### src/rtl/board_irq_pkg.sv
package board_irq_pkg;
    localparam int NSRC       = 8;
    localparam int NLINE      = 3;
    localparam int DW         = 32;
    localparam int AW         = 3;
    localparam int NUART      = 2;
    localparam int SHARED_BIT = 3;
    localparam int VB_BIT     = 7;
    localparam int MAP_BASE   = 3;

    typedef enum logic [2:0] {
        A_STATUS = 3'd0,
        A_ENABLE = 3'd1,
        A_CAUSE  = 3'd2,
        A_MAP0   = 3'd3,
        A_MAP1   = 3'd4,
        A_MAP2   = 3'd5,
        A_BCTRL  = 3'd6,
        A_SPARE  = 3'd7
    } reg_addr_e;

    typedef enum logic {
        LINE_IDLE,
        LINE_RAISED
    } line_state_e;
endpackage

### src/rtl/board_irq_status.sv
module board_irq_status #(
    parameter int NSRC       = 8,
    parameter int NUART      = 2,
    parameter int SHARED_BIT = 3,
    parameter int VB_BIT     = 7
) (
    input  logic            clk,
    input  logic            rst_n,
    input  logic [NSRC-1:0] src_req,
    input  logic [NUART-1:0] uart_req,
    input  logic            vb_clr,
    output logic [NSRC-1:0] stat_next,
    output logic [NSRC-1:0] stat_q
);
    logic [NSRC-1:0] lvl;
    logic [NSRC-1:0] lvl_q;

    always_comb begin
        lvl = src_req;
        lvl[SHARED_BIT] = src_req[SHARED_BIT] | (|uart_req);
    end

    always_comb begin
        stat_next = stat_q;
        for (int i = 0; i < NSRC; i++) begin
            if (lvl[i] && !lvl_q[i])
                stat_next[i] = 1'b1;
            else if (!lvl[i] && lvl_q[i])
                stat_next[i] = 1'b0;
            else if ((i == VB_BIT) && vb_clr)
                stat_next[i] = 1'b0;
        end
    end

    always_ff @(posedge clk or negedge rst_n) begin
        if (!rst_n) begin
            lvl_q  <= '0;
            stat_q <= '0;
        end else begin
            lvl_q  <= lvl;
            stat_q <= stat_next;
        end
    end

    for (genvar g = 0; g < NSRC; g++) begin : g_chk

        rise_sets_chk: assert property (@(posedge clk) disable iff (!rst_n)
            $rose(lvl[g]) |=> stat_q[g]);

        fall_clears_chk: assert property (@(posedge clk) disable iff (!rst_n)
            $fell(lvl[g]) |=> !stat_q[g]);
    end


    vb_clear_chk: assert property (@(posedge clk) disable iff (!rst_n)
        (vb_clr && !lvl[VB_BIT]) |=> !stat_q[VB_BIT]);
endmodule

### src/rtl/board_irq_regs.sv
module board_irq_regs
    import board_irq_pkg::*;
#(
    parameter int NSRC  = 8,
    parameter int NLINE = 3,
    parameter int DW    = 32,
    parameter int AW    = 3
) (
    input  logic                        clk,
    input  logic                        rst_n,
    input  logic                        wr,
    input  logic                        rd,
    input  logic [AW-1:0]               addr,
    input  logic [DW-1:0]               wdata,
    input  logic [NSRC-1:0]             stat_q,
    output logic [NSRC-1:0]             en_q,
    output logic [NSRC-1:0]             en_next,
    output logic [NLINE-1:0][NSRC-1:0]  map_q,
    output logic [NLINE-1:0][NSRC-1:0]  map_next,
    output logic                        vb_clr,
    output logic [DW-1:0]               rdata
);
    logic          bctl_q;
    logic [DW-1:0] rd_mux;
    logic          unused_wdata;

    assign unused_wdata = &{1'b0, wdata[DW-1:NSRC]};
    assign vb_clr = wr && (reg_addr_e'(addr) == A_BCTRL) && !wdata[0] && bctl_q;

    always_comb begin
        en_next  = en_q;
        map_next = map_q;
        if (wr && (reg_addr_e'(addr) == A_ENABLE))
            en_next = wdata[NSRC-1:0];
        for (int k = 0; k < NLINE; k++) begin
            if (wr && (addr == AW'(MAP_BASE + k)))
                map_next[k] = wdata[NSRC-1:0];
        end
    end

    always_comb begin
        rd_mux = '0;
        case (reg_addr_e'(addr))
            A_STATUS: rd_mux[NSRC-1:0] = stat_q;
            A_ENABLE: rd_mux[NSRC-1:0] = en_q;
            A_CAUSE:  rd_mux[NSRC-1:0] = en_q & stat_q;
            A_BCTRL:  rd_mux[0]        = bctl_q;
            default:  rd_mux           = '0;
        endcase
        for (int k = 0; k < NLINE; k++) begin
            if (addr == AW'(MAP_BASE + k))
                rd_mux[NSRC-1:0] = map_q[k];
        end
    end

    always_ff @(posedge clk or negedge rst_n) begin
        if (!rst_n) begin
            en_q   <= '0;
            map_q  <= '0;
            bctl_q <= 1'b0;
            rdata  <= '0;
        end else begin
            en_q  <= en_next;
            map_q <= map_next;
            if (wr && (reg_addr_e'(addr) == A_BCTRL))
                bctl_q <= wdata[0];
            if (rd)
                rdata <= rd_mux;
        end
    end


    en_write_chk: assert property (@(posedge clk) disable iff (!rst_n)
        (wr && (reg_addr_e'(addr) == A_ENABLE)) |=> (en_q == $past(wdata[NSRC-1:0])));

    rdata_upper_chk: assert property (@(posedge clk) disable iff (!rst_n)
        rd |=> (rdata[DW-1:NSRC] == '0));
endmodule

### src/rtl/board_irq_line.sv
module board_irq_line
    import board_irq_pkg::*;
(
    input  logic clk,
    input  logic rst_n,
    input  logic hit,
    output logic irq
);
    line_state_e state_q;
    line_state_e state_d;

    always_ff @(posedge clk or negedge rst_n) begin
        if (!rst_n)
            state_q <= LINE_IDLE;
        else
            state_q <= state_d;
    end

    always_comb begin
        state_d = state_q;
        irq     = 1'b0;
        unique case (state_q)
            LINE_IDLE: begin
                if (hit)
                    state_d = LINE_RAISED;
            end
            LINE_RAISED: begin
                irq = 1'b1;
                if (!hit)
                    state_d = LINE_IDLE;
            end
        endcase
    end


    line_assert_chk: assert property (@(posedge clk) disable iff (!rst_n)
        $rose(irq) |-> $past(hit));

    line_release_chk: assert property (@(posedge clk) disable iff (!rst_n)
        $fell(irq) |-> !$past(hit));
endmodule

### src/rtl/board_irq_hub.sv
module board_irq_hub
    import board_irq_pkg::*;
#(
    parameter int P_NSRC  = NSRC,
    parameter int P_NLINE = NLINE,
    parameter int P_DW    = DW,
    parameter int P_AW    = AW,
    parameter int P_NUART = NUART
) (
    input  logic               clk,
    input  logic               rst_n,
    input  logic [P_NSRC-1:0]  src_req,
    input  logic [P_NUART-1:0] uart_req,
    input  logic               bus_wr,
    input  logic               bus_rd,
    input  logic [P_AW-1:0]    bus_addr,
    input  logic [P_DW-1:0]    bus_wdata,
    output logic [P_DW-1:0]    bus_rdata,
    output logic [P_NLINE-1:0] cpu_irq
);
    logic [P_NSRC-1:0]               stat_next;
    logic [P_NSRC-1:0]               stat_q;
    logic [P_NSRC-1:0]               en_q;
    logic [P_NSRC-1:0]               en_next;
    logic [P_NLINE-1:0][P_NSRC-1:0]  map_q;
    logic [P_NLINE-1:0][P_NSRC-1:0]  map_next;
    logic                            vb_clr;
    logic [P_NSRC-1:0]               cause_next;

    board_irq_status #(
        .NSRC(P_NSRC), .NUART(P_NUART), .SHARED_BIT(SHARED_BIT), .VB_BIT(VB_BIT)
    ) status_i (
        .clk(clk), .rst_n(rst_n), .src_req(src_req), .uart_req(uart_req),
        .vb_clr(vb_clr), .stat_next(stat_next), .stat_q(stat_q)
    );

    board_irq_regs #(
        .NSRC(P_NSRC), .NLINE(P_NLINE), .DW(P_DW), .AW(P_AW)
    ) regs_i (
        .clk(clk), .rst_n(rst_n), .wr(bus_wr), .rd(bus_rd), .addr(bus_addr),
        .wdata(bus_wdata), .stat_q(stat_q), .en_q(en_q), .en_next(en_next),
        .map_q(map_q), .map_next(map_next), .vb_clr(vb_clr), .rdata(bus_rdata)
    );

    assign cause_next = stat_next & en_next;

    for (genvar k = 0; k < P_NLINE; k++) begin : g_line
        board_irq_line line_i (
            .clk(clk), .rst_n(rst_n),
            .hit(|(cause_next & map_next[k])),
            .irq(cpu_irq[k])
        );


        irq_map_chk: assert property (@(posedge clk) disable iff (!rst_n)
            cpu_irq[k] == (|(stat_q & en_q & map_q[k])));
    end
endmodule

### config.mk
export PLATFORM = sky130hd
export DESIGN_NAME = board_irq_hub
export DESIGN_NICKNAME = d
export VERILOG_FILES = /design/src/rtl/board_irq_pkg.sv /design/src/rtl/board_irq_status.sv /design/src/rtl/board_irq_regs.sv /design/src/rtl/board_irq_line.sv /design/src/rtl/board_irq_hub.sv
export SDC_FILE = /design/constraint.sdc
export NUM_CORES = 1
export LEC_CHECK = 0
export BUFFER_PORTS_ARGS = -buffer_cell sky130_fd_sc_hd__buf_4
export CORE_ASPECT_RATIO = 0.75
export CORE_MARGIN = 3
export CORE_UTILIZATION = 38
export CTS_BUF_LIST = sky130_fd_sc_hd__clkbuf_2 sky130_fd_sc_hd__clkbuf_4 sky130_fd_sc_hd__clkbuf_8
export DETAILED_ROUTE_END_ITERATION = 8
export PLACE_DENSITY = 0.68
export SYNTH_ARGS = -nofsm -noshare
export SYNTH_HDL_FRONTEND = slang
export SYNTH_HIERARCHICAL = 1
export SYNTH_SLANG_ARGS = --single-unit
export TNS_END_PERCENT = 10
### constraint.sdc
create_clock -name clk -period 3.6 [get_ports clk]
set_input_delay 0.72 -clock clk [delete_from_list [all_inputs] [get_ports clk]]
set_output_delay 0.72 -clock clk [all_outputs]
set_load 0.05 [all_outputs]
==> results of run 1 <==
per-stage QoR:
stage | setup slack [ns] | utilization
after floorplan | 1.50 | -
after global placement | 0.852 | 0.431
after detailed placement | 0.844 | 0.431
after CTS | 1.21 | 0.455
after global routing | 1.12 | 0.455
final | 1.20 | 0.455
state kept, by name (all words and copies together) (netlist names):
| name | cells |
|---|---|
| regs_i/map_q | 24 |
| status_i/stat_q | 8 |
| regs_i/en_q | 8 |
| g_line.line_i/state_q | 3 |
| status_i/lvl_q | 8 |
| regs_i/bctl_q | 1 |
| regs_i/rdata | 8 |
cell usage in the layout (no fill, tap or decap), drive strengths merged, types with 4 or more instances in the layout:
master	synthesis	routed
dfrtp	60	60
buf	32	35
nand2	31	31
mux2	26	26
conb	1	24
nor2	23	23
o21ai	21	21
clkbuf	1	14
a32oi	12	12
nor2b	10	10
inv	9	9
mux2i	8	8
o22ai	7	7
o211ai	7	7
a21oi	7	7
and2	4	4
path summary, 6_finish.rpt:
kind                                   start  slack, ns                  endpoint
max                              bus_addr[1]       1.20  g_line[2].line_i/state_q
min reg2reg                status_i/lvl_q[5]       0.49        status_i/stat_q[5]
max reg2reg                    regs_i/bctl_q       1.83  g_line[2].line_i/state_q
min in group clk           status_i/lvl_q[5]       0.49        status_i/stat_q[5]
min                                    rst_n       0.43         status_i/lvl_q[0]
max in group asynchronous              rst_n       2.65         status_i/lvl_q[2]
power groups by stage:
stage / Clock (mW) / Sequential [mW] / Combinational, mW
final: 0.548 / 0.861 / 0.545
after global routing: 0.595 / 0.879 / 0.588
after CTS: 0.563 / 0.862 / 0.545
after detailed placement: 0 / 0.873 / 0.544
after global placement: 0 / 0.868 / 0.535
after floorplan: 0 / 0.969 / 0.302
cells by family after synthesis:
kind of cell / share of synthesized area
fa+ha+maj: 0.00713
other cells: 0.00126
compound gates: 0.127
buf+inv: 0.0923
simple gates: 0.144
mux: 0.125
flops: 0.503
worst max-delay path: cells and delay by family:
kind / cells / cell delay [ns]
simple gates: 4 / 1.03
buf+inv: 1 / 0.19
mux: 1 / 0.41
compound gates: 1 / 0.25
metal layers:
metal  wire length [µm]  up-vias  track usage
met5                  0        -            0
met3                601       17       0.0598
li1                   -     1006            -
met1               3070     1095        0.220
met2               3080      102        0.246
met4                109        0       0.0643
cell type report:
| cell class | instances | area (µm²) | share of cell area |
|---|---|---|---|
| multi-input cells | 199 | 1290 | 0.381 |
| inverters | 9 | 33.8 | 0.00995 |
| well taps | 101 | 126 | 0.0372 |
| clock buffers | 14 | 168 | 0.0494 |
| repair buffers | 35 | 263 | 0.0774 |
| flip-flops and latches | 60 | 1500 | 0.442 |
| clock inverters | 2 | 10.0 | 0.00295 |
==> impl_results.md, run 1 <==
- Routed length per instance: 16.3 µm
- Worst-path maximum fanout: 14
- Global-route total usage across every layer: 0.165
- Top-count cell post-synth: dfrtp_1
- # hold bufs at CTS: 0
- Die Span X: 108 µm
- Clk pwr share: 0.280
- Reg clk slew, reported paths: 0.07 ns
- Synth area leaders: dfrtp_1, mux2_2, buf_4
- Initial Utilization: 0.400
- Syn Inst Count: 278
- CTS resizes: 0
- Routed Antenna Nets: 0
- CTS tree: done
- P_int: 1.29 mW
- Yosys top cell area share: 0.503
- Critical path endpoint category: flop
- Clock buffer depth: 2
- Layout Skew: 0.00543 ns
- TritonCTS Buffers: 9
- Avg Vias per Cell: 5.29
- Fin. Hold Viols: 0
- Placed cell count: 404
- Num rows: 27
- Critical Path RT: 3.80 ns
- Post-layout min period: 2.40 ns
- Ys Warns: 6
- Crit share post-route: 0.667
- Critical path's slowest cell: nor3b_4
- Asr flop ratio synth: 1.00
- Critical-path cell list: buf_4 -> nand2b_4 -> nor3b_4 -> mux2_2 -> and2_1 -> a32oi_1 -> nand4_1
- Antenna violations before repair: 0
- # clock sinks: 60
- Layout cells sized above 1: 0.279
- Arrival time worst endpoint: 2.60 ns
- Number of post-CTS setup repair buffers: 0
- DP Wirelength: 4660 µm
- Slew Viols, Final: 0
- Net load switching power: 0.669 mW
- Drt total wl: 6860 µm
- Die Area: 8960 µm²
- Fin area: 3390 µm²
- Final nets: 363
- Worst path max stage delay: 0.52 ns
- Post-synth EDFFs: 0
- Achievable Freq: 417 MHz
- Comb power frac: 0.279
- Number of setup violations in the final report: 0
- Top cell type by total area after synthesis: dfrtp_1
- Main synth FF type: dfrtp_1
- N_diodes: 0
- H-tree level count: 3
- DR pass1 iterations: 7
- Hold Worst Slack: 0.433 ns
- DR iter-0 viols: 160
- Status: complete, no violations
- CORE AREA: 7470 µm²
- Port Buf Inserts: 35
- RSZ-0062 raised after global routing: no
- Insertion delay to the later sink of the worst-skew pair: 0.34 ns
- Post-synthesis register bit count: 60
- Gpl congestion: 0.833
- DR vias: 2,220
- Die Height: 82.7 µm
- Critical path class: in2reg
- Register area share after synthesis: 0.503
- Pwr/cell area: 576 nW/µm²
- Startpoint types: primary input
- Root buffer cell: clkbuf_8
- Maxcap violations: 0
- Commonest cells in the netlist: dfrtp_1, nand2_1, buf_4, mux2_2, nor2_1
- Setup TNS Final: 0 ns
- Sw Share: 0.342
- Leakage: 1.56 nW
- Yosys cell types: 37
- Global-route wire length before repair: 10,900 µm
- Residual DRC: 0
- Largest net degree at the start of global routing: 61
- Max transition margin: 0.493
- Type of the most critical hold path: in2async
- Mapped Avg Cell Area: 10.7 µm²
- Placed Area: 3220 µm²
- Final Non-Filler Cells: 420
- Vias in the first global route: 2,155
- Sequential power share: 0.441
- Area of the mapped netlist: 2980 µm²
- Gr ovfl total: 0
- Reg2reg path depth: 7
- Total power: 1.95 mW
- Num ports: 84
- Worst-Margin Slew: 0.760 ns
- Peak supply drop: 0.204 mV
- Fillcell total: 723
- P&R area growth vs syn: 13.8%
Note: power is estimated with default switching activity, not from simulation.
==> run 2: changes to the inputs <==
Clock period 3.6 ns to 2.4 ns, I/O delays scaled along.
==> impl_results.md, run 2 (synthesis gave the netlist of run 1 again) <==
- Status: complete, no violations
- H-tree level count: 3
- Initial Utilization: 0.400
- Slew Viols, Final: 0
- N_diodes: 0
- Number of post-CTS setup repair buffers: 0
- Largest net degree at the start of global routing: 61
- Clock buffer depth: 2
- Setup TNS Final: 0 ns
- Root buffer cell: clkbuf_8
- Pwr/cell area: 868 nW/µm²
- R2R Setup Slk: 0.64 ns
- Critical path class: in2reg
- Delay-heaviest family, CP: simple AND/OR/NAND/NOR gates
- Final nets: 373
- Most frequent cells in the layout: dfrtp_1, buf_4, nand2_1, mux2_2, conb_1
- Achievable Freq: 533 MHz
- # hold bufs at CTS: 0
- Critical path endpoint category: flop
- Post-layout min period: 1.87 ns
- Layout cells sized above 1: 0.301
- Routed length per instance: 16.1 µm
- Gr ovfl total: 0
- Peak supply drop: 0.326 mV
- Arrival time worst endpoint: 2.06 ns
- # clock sinks: 60
- CP Buf/Inv Count: 2
- Critical-path cell list: buf_4 -> nand2b_4 -> nor3b_4 -> buf_12 -> mux2_2 -> and2_4 -> a32oi_1 -> nand4_1
- Max FFs per register: 24
- DR pass1 iterations: 4
- Commonest non-fill, non-tap cell in the layout: dfrtp_1
- Worst path max stage delay: 0.34 ns
- DP Wirelength: 4910 µm
- Crit share post-route: 0.781
- Gpl congestion: 0.857
- Num ports: 84
- Reg clk slew, reported paths: 0.07 ns
- Insertion delay to the later sink of the worst-skew pair: 0.34 ns
- Vias in the first global route: 2,133
- TritonCTS Buffers: 9
- Total power: 3.04 mW
- Most flops, register: regs_i/map_q
- Number of setup violations in the final report: 0
- Num rows: 27
- Die Span X: 108 µm
- Max transition margin: 0.503
- Worst-path maximum fanout: 8
- Routed Antenna Nets: 0
- Placed Area: 3300 µm²
- P&R area growth vs syn: 17.5%
- CTS tree: done
- Avg Vias per Cell: 5.12
- Fin area: 3510 µm²
- Final core occ: 0.470
- Residual DRC: 0
- DR vias: 2,201
- Fin. Hold Viols: 0
- DR iter-0 viols: 149
- Maxcap violations: 0
- Global-route total usage across every layer: 0.166
- CTS resizes: 0
- Worst-Margin Slew: 0.746 ns
- Die Height: 82.7 µm
- Critical path's slowest cell: mux2_2
- Drt total wl: 6940 µm
- Type of the most critical hold path: in2async
- Layout Skew: 0.00361 ns
- Leakage: 1.62 nW
- Critical Path RT: 2.59 ns
- Port Buf Inserts: 35
- Die Area: 8960 µm²
- Antenna violations before repair: 0
- Startpoint types: primary input
- Global-route wire length before repair: 10,900 µm
- CORE AREA: 7470 µm²
- RSZ-0062 raised after global routing: no
==> run 2: final timing paths <==
path / from / cells past startpoint / endpoint
hold / removal: rst_n / 1 / status_i/lvl_q[0]
hold reg to reg: status_i/lvl_q[5] / 1 / status_i/stat_q[5]
setup / recovery: bus_addr[1] / 8 / g_line[1].line_i/state_q
max in group asynchronous: rst_n / 1 / regs_i/rdata[6]
setup reg to reg: regs_i/bctl_q / 7 / g_line[2].line_i/state_q
min in group clk: src_req[7] / 1 / status_i/lvl_q[7]
==> run 2: area by class of cell <==
| type | count | area [µm²] |
|---|---|---|
| Fill cell | 711 | 3960 |
| Sequential cell | 60 | 1500 |
| Inverter | 9 | 33.8 |
| Multi-Input combinational cell | 199 | 1290 |
| Clock inverter | 5 | 50.0 |
| Tap cell | 101 | 126 |
| Clock buffer | 11 | 151 |
| Timing Repair Buffer | 45 | 350 |
==> run 2: power by group <==
part / switching (mW) / total [mW] / internal, mW
Combinational: 0.539 / 0.831 / 0.292
Sequential: 0.0946 / 1.29 / 1.20
Clock: 0.391 / 0.919 / 0.528
==> run 2: layer usage <==
metal / track usage / wire length, µm
met2: 0.249 / 3080
met4: 0.0555 / 73
met3: 0.0583 / 553
met5: 0 / 0
met1: 0.224 / 3230
==> run 2: per-stage QoR <==
stage / std cells / hold WS, ns / setup WS [ns]
after floorplan: 301 / 0.184 / 0.543
after global placement: 414 / 0.460 / 0.181
after detailed placement: 414 / 0.471 / 0.180
after CTS: 430 / 0.232 / 0.536
after global routing: 430 / 0.240 / 0.385
final: 430 / 0.198 / 0.525
